==> config.mk <==
export PLATFORM = sky130hd
export DESIGN_NAME = cart_rom_sel
export DESIGN_NICKNAME = d
export VERILOG_FILES = /design/src/rtl/cart_rom_sel_pkg.sv /design/src/rtl/cart_ctrl_win.sv /design/src/rtl/cart_data_win.sv /design/src/rtl/cart_rom_sel.sv
export SDC_FILE = /design/constraint.sdc
export NUM_CORES = 1
export LEC_CHECK = 0
export BUFFER_PORTS_ARGS = -buffer_cell sky130_fd_sc_hd__buf_4
export CAP_MARGIN = 10
export CELL_PAD_IN_SITES_DETAIL_PLACEMENT = 0
export CELL_PAD_IN_SITES_GLOBAL_PLACEMENT = 2
export CORE_AREA = 2 2 39 41
export DETAILED_ROUTE_END_ITERATION = 7
export DIE_AREA = 0 0 41 43
export PLACE_DENSITY_LB_ADDON = 0.2
export SLEW_MARGIN = 40
export SYNTH_ARGS = -nofsm -noshare
export SYNTH_HDL_FRONTEND = slang
export SYNTH_HIERARCHICAL = 1
export SYNTH_SLANG_ARGS = --single-unit
==> constraint.sdc <==
create_clock -name vclk -period 2.05
set_input_delay 0.41 -clock vclk [all_inputs]
set_output_delay 0.41 -clock vclk [all_outputs]
set_load 0.02 [all_outputs]
==> src/rtl/cart_rom_sel_pkg.sv <==
package cart_rom_sel_pkg;
   localparam int ADDR_HI_W  = 3;
   localparam int ROM_PAGE_W = 3;
   localparam int RAM_PAGE_W = 4;
   localparam int SEL_W      = 3;
   localparam int DEC_N      = 1 << SEL_W;

   typedef enum logic [1:0] {
      DSEL_PG0  = 2'b00,
      DSEL_PG1  = 2'b01,
      DSEL_PG3  = 2'b10,
      DSEL_PG11 = 2'b11
   } data_sel_e;

   function automatic logic [SEL_W-1:0] dsel_to_index(input data_sel_e s);
      case (s)
         DSEL_PG0:  return 3'd0;
         DSEL_PG1:  return 3'd1;
         DSEL_PG3:  return 3'd3;
         default:   return 3'd7;
      endcase
   endfunction
endpackage

==> src/rtl/cart_ctrl_win.sv <==
module cart_ctrl_win
   import cart_rom_sel_pkg::*;
#(
   parameter int ALT_SLOT       = 6,
   parameter bit HAS_ALT_DECODE = 1'b1
) (
   input  logic [ADDR_HI_W-1:0]  addr_hi,
   input  logic [ROM_PAGE_W-1:0] rom_page,
   input  logic                  game_strobe_n,
   input  logic                  slot_sel,
   output logic                  ctrl_hit
);
   localparam logic [ROM_PAGE_W-1:0] SLOT_V = ROM_PAGE_W'(ALT_SLOT);

   logic in_window;
   assign in_window = (addr_hi == 3'b001);

   generate
      if (ALT_SLOT < 2 || ALT_SLOT >= (1 << ROM_PAGE_W)) begin : g_bad_slot
         $error("cart_ctrl_win: ALT_SLOT out of range");
      end
      if (HAS_ALT_DECODE) begin : g_alt
         assign ctrl_hit = slot_sel ? ~game_strobe_n
                                    : (in_window && rom_page == SLOT_V);
      end else begin : g_strobe_only
         assign ctrl_hit = ~game_strobe_n;
      end
   endgenerate
endmodule

==> src/rtl/cart_data_win.sv <==
module cart_data_win
   import cart_rom_sel_pkg::*;
(
   input  logic [ADDR_HI_W-1:0]  addr_hi,
   input  logic [RAM_PAGE_W-1:0] ram_page,
   input  logic [1:0]            data_sel,
   output logic                  data_hit
);
   logic             enable;
   logic [SEL_W-1:0] index;
   logic [DEC_N-1:0] dec_out;
   logic [SEL_W-1:0] pick;

   assign enable = (addr_hi[2:1] == 2'b01) && !ram_page[2];
   assign index  = {ram_page[3], ram_page[1], ram_page[0]};
   assign pick   = dsel_to_index(data_sel_e'(data_sel));

   generate
      for (genvar i = 0; i < DEC_N; i++) begin : g_dec
         assign dec_out[i] = enable && (index == SEL_W'(i));
      end
   endgenerate

   assign data_hit = dec_out[pick];
endmodule

==> src/rtl/cart_rom_sel.sv <==
module cart_rom_sel
   import cart_rom_sel_pkg::*;
#(
   parameter int ALT_SLOT       = 6,
   parameter bit HAS_ALT_DECODE = 1'b1
) (
   input  logic [2:0] addr_hi,
   input  logic [2:0] rom_page,
   input  logic [3:0] ram_page,
   input  logic       game_strobe_n,
   input  logic       mreq_n,
   input  logic       rd_n,
   input  logic       slot_sel,
   input  logic [1:0] data_sel,
   input  logic       all_ram,
   output logic       rom_cs_n,
   output logic       mem_rd_n
);
   logic ctrl_hit;
   logic data_hit;

   cart_ctrl_win #(
      .ALT_SLOT       (ALT_SLOT),
      .HAS_ALT_DECODE (HAS_ALT_DECODE)
   ) u_ctrl (
      .addr_hi       (addr_hi),
      .rom_page      (rom_page),
      .game_strobe_n (game_strobe_n),
      .slot_sel      (slot_sel),
      .ctrl_hit      (ctrl_hit)
   );

   cart_data_win u_data (
      .addr_hi  (addr_hi),
      .ram_page (ram_page),
      .data_sel (data_sel),
      .data_hit (data_hit)
   );

   assign mem_rd_n = rd_n | mreq_n;
   assign rom_cs_n = ~((ctrl_hit | data_hit) & ~mem_rd_n & ~all_ram);
endmodule

# After elaboration in Yosys (flattened, before gate mapping)
# Cells that the tools add are included.
dict set report word_totals {
  register_bits 0
  in_bits 17
  output_inout_bits 2
  wordCells 38
}
dict set report op_classes {
  n_lt_le_gt_ge 1
  n_eq_ne 12
  n_mux 4
  bitwise_logic 8
  reduce_logical 13
}
# operator count
set ops {}
lappend ops {{== test 3 bit (second input constant)} 5}
lappend ops {{logical AND 1 bit} 10}
lappend ops {{case mux 3 bit (3 select lines)} 1}
lappend ops {{== test 3 x 1 -> 1 bit (second input constant)} 2}
lappend ops {{== test 3 x 2 -> 1 bit (second input constant)} 2}
lappend ops {{== test 2 x 1 -> 1 bit (second input constant)} 2}
lappend ops {{less-than comparator 3 x 4 -> 1 bit (second input constant)} 1}
lappend ops {{inverter 1 bit} 4}
lappend ops {{binary-select mux 1 bit (select 3 bit)} 1}
lappend ops {{zero test 3 bit} 1}
lappend ops {{bitwise AND 1 bit} 2}
lappend ops {{== test 2 bit (second input constant)} 1}
lappend ops {{zero test 2 bit} 1}
lappend ops {{two-way mux 1 bit} 2}
lappend ops {{OR 1 bit} 2}
lappend ops {{zero test 1 bit} 1}

# Depth between registers and ports, before layout
dict set report logic_depth {
  word_depth 9
  ltp_mapped 5
  mapped_depth_nobuf 5
}

# By module
# Netlist, hierarchy kept.
# module instances cells_each area_per_inst_um2 seq_area_each_um2
set by_module_without_submodules {}
lappend by_module_without_submodules {cart_data_win 1 9 55.1 0.0}
lappend by_module_without_submodules {cart_ctrl_win 1 4 36.3 0.0}
lappend by_module_without_submodules {cart_rom_sel 1 3 16.3 0.0}

# Worst setup path after synthesis
# OpenSTA, ideal clock, no wires.
dict set report synth_timing {
  kind {input-to-output}
  from {in data_sel[0]}
  to {out rom_cs_n}
  arrival_ns 1.630
  required_ns 1.640
  slack_ns 0.010
  stages 5
  n_path_buf 0
  cell_sequence {or4_1 a21oi_1 o211a_1 nor2_1 or3_1}
}
dict set report synth_between {
  elab_chain_len 8
  word_cells_on_any_way 10
  cone_classes {eq/ne: 2; mux: 3; bitwise: 4; reduce/logical: 1}
}
# item line_no
set synth_lines {}
lappend synth_lines {{start, declared} cart_rom_sel.sv:14} ;# input logic [1:0] data_sel,
lappend synth_lines {{== test 2 bit, or another cell as far along} cart_rom_sel_pkg.sv:16} ;# case (s)
lappend synth_lines {{case mux 3 bit (3 select lines) *} cart_rom_sel_pkg.sv:16}
lappend synth_lines {{binary-select mux 1 bit (select 3 bit) *} cart_data_win.sv:24} ;# assign data_hit = dec_out[pick];
lappend synth_lines {{two-way mux 1 bit (not written as such) *} cart_data_win.sv:24}
lappend synth_lines {{via data_hit} cart_rom_sel.sv:20} ;# logic data_hit;
lappend synth_lines {{OR 1 bit *} cart_rom_sel.sv:41} ;# assign rom_cs_n = ~((ctrl_hit | data_hit) & ~mem_rd_n & ~all_ram);
lappend synth_lines {{bitwise AND 1 bit * (2 in a row)} cart_rom_sel.sv:41}
lappend synth_lines {{inverter 1 bit *} cart_rom_sel.sv:41}
lappend synth_lines {{end, declared} cart_rom_sel.sv:16} ;# output logic rom_cs_n,
# Mark *: on every way through the listed nets, which the timed path passes. The rest lies on a longest branch. The select of a mux whose other input is x is not followed.

# Final worst setup path
# Ends and elaborated chain as after synthesis.

==> flow_summary.yaml <==
route:
  drtIter0Drc: 0
  wl_um: 472
  dr.max_layer_used: "met2"
  antenna_left: 0
  viasPerCell: 3.83
  wl_met1_um: 134
  dr.pass1.iters: 1
  drcViolationCount: 0
  wl_per_cell_um: 8.91
  dr_wl_met3_um: 0
  route.vias.total: 203
  wl_met2_um: 337
timing:
  slew_violations: 0
  worstMarginPinSlew_ps: 130
  max-slew-margin-rel_pct: 91.3
  rsz0062_at_grt: "yes"
  fmax_mhz: 455
  period_needed_ps: 2200
  setup_ws_ps: -147
  setup_viol_count_final: 1
  final.period_utilization_pct: 107
  finalHoldViolations: 0
synthesis:
  netlist_area_um2: 108
  synth_fp_nets: 33
  synth-seq-area-share_pct: 0
  yosys.area_share.adder_pct: 0
  post-synth-top-area-cell: "o22ai_2"
  synth_top_family_by_area: "simple AND/OR/NAND/NOR gates"
  synth_compound_area_share_pct: 30.2
  synth.distinct_cells: 13
  synth-xor-area-share_pct: 0
  yosys.area_share.simple_pct: 66.3
  synth_top_area_share_pct: 11.6
  syn_area_per_cell_um2: 6.73
  muxShareOfSynthArea_pct: 0
  yosysWarnings: 6
  synthCells: 16
  yosys-top-cells-area: "o22ai_2 12%, or3_1 12%, nand4bb_1 10%"
die:
  io_pins: 19
  start_util_pct: 7.78
  placement_rows: 14
  fp.coreArea_um2: 1380
  die_area_um2: 1760
  die_h_um: 43
  die_x_um: 41
placed_design:
  gp_congestion: 0.530
  dp_hpwl_um: 451
  post-place-ws_ps: -225
  postPlaceCellArea_um2: 285
  portBuffers: 19
critical_path:
  cp.required_ps: 1640
  crit_start: "data_sel[0]"
  path_cells: "buf_6, or4_4, a21oi_2, o211a_1, nor2_1, or3_1, buf_6"
  cp.arrival_ps: 1790
  crit_top_cell: "buf_6"
  worstPathMaxFanout: 3
  critPathSlowestCell: "or4_4"
  crit_type: "input pin to output pin"
  end_kind: "output pin"
  cpPeakStageDelay_ps: 520
  start_kind: "input pin"
cells_and_area:
  nNetsFinal: 56
  seq_cells: 0
  area_delta_synth_final_pct: 183
  multiInputGateArea_um2: 111
  regArea_um2: 0
  antenna_cells: 0
  fillCellCount: 161
  postLayoutCellArea_um2: 304
  clock_buffers: 0
  drive_gt1_share_pct: 64.9
worst_hold_path:
  min_from: "all_ram"
  hold_class: "input pin to output pin"
  worstHoldPathCells: 3
job:
  cap_viol_max_count: 0
status:
  status: "complete, but fails checks"
  violations: "setup timing"
grt:
  grt_pass1_vias: 205
  grt_max_degree: 5
  antenna_found_initial: 0
  grt-ovfl-total: 0
  grt_usage_pct: 5.89
  grt_pass1_wl_um: 786
power_and_ir_drop:
  ir_worst_vdd_mv: 0.0265
  leakagePower_uw: 0.000148
  power.density_nw_per_um2: 153
clocking:
  cts_setup_buffers: 0
-- cells in the final DEF (no fill, tap or decap) --
cell        n
nor2_1      2
buf_4      18
nand4b_1    1
o211a_1     1
nand4bb_1   1
nand2_1     1
a21oi_2     1
or3_1       2
or4_4       1
o22ai_2     1
or3b_1      1
nand3_1     1
or2_1       1
a21oi_1     1
inv_1       1
buf_6       3
-- metal layers --
| metal | vias up | track usage [%] |
|---|---|---|
| li1 | 105 | - |
| met1 | 98 | 6.33 |
| met2 | 0 | 12.2 |
| met3 | 0 | 0 |
| met4 | 0 | 0 |
| met5 | - | 0 |
-- area by class of cell --
class / instances / area share, %
Inverter: 1 / 1.23
Timing Repair Buffer: 21 / 55.6
Multi-Input combinational cell: 15 / 36.6
Tap cell: 16 / 6.58
-- critical path, delay by kind of cell --
kind / cells / cell delay, ps
simple gates: 3 / 880
buf+inv: 2 / 230
compound gates: 2 / 270
-- cell usage after synthesis, drive strengths merged --
| library cell | instances |
|---|---|
| a21oi | 2 |
| nor2 | 2 |
| or3 | 2 |
| inv | 1 |
| nand2 | 1 |
| nand3 | 1 |
| nand4b | 1 |
| nand4bb | 1 |
| o211a | 1 |
| o22ai | 1 |
| or2 | 1 |
| or3b | 1 |
| or4 | 1 |
-- power breakdown --
part	leakage [µW]	switching (µW)	total [µW]	internal [µW]
Sequential	0	0	0	0
Clock	0	0	0	0
Combinational	0.000148	14.4	46.6	32.2
-- final timing paths --
| kind | end |
|---|---|
| worst max-delay path | rom_cs_n |
| worst min-delay path | rom_cs_n |
-- timing repair --
action	in CTS	in global routing
endpoints found under the setup margin	1	1
gates resized for setup	5	0
endpoints found under the hold margin	0	0
hold buffers	0	0
pin swaps	2	1
-- per-stage QoR --
step	hold WS [ps]	TNS [ps]	power (µW)	utilization, %	instances
floorplan	1010	0	10.7	-	16
global placement	1110	-219	42.8	20.6	53
detailed placement	1110	-225	44.2	20.6	53
CTS	1110	-181	47.1	22.0	53
global route	1130	-194	50.3	22.0	53
finish	1110	-147	46.6	22.0	53
-- kinds of logic (layout without fill, tap and decap cells) --
kind of cell	after synthesis	count (layout)
simple gates	11	11
compound gates	4	4
buf+inv	1	22
(Power assumes the default switching activity.)
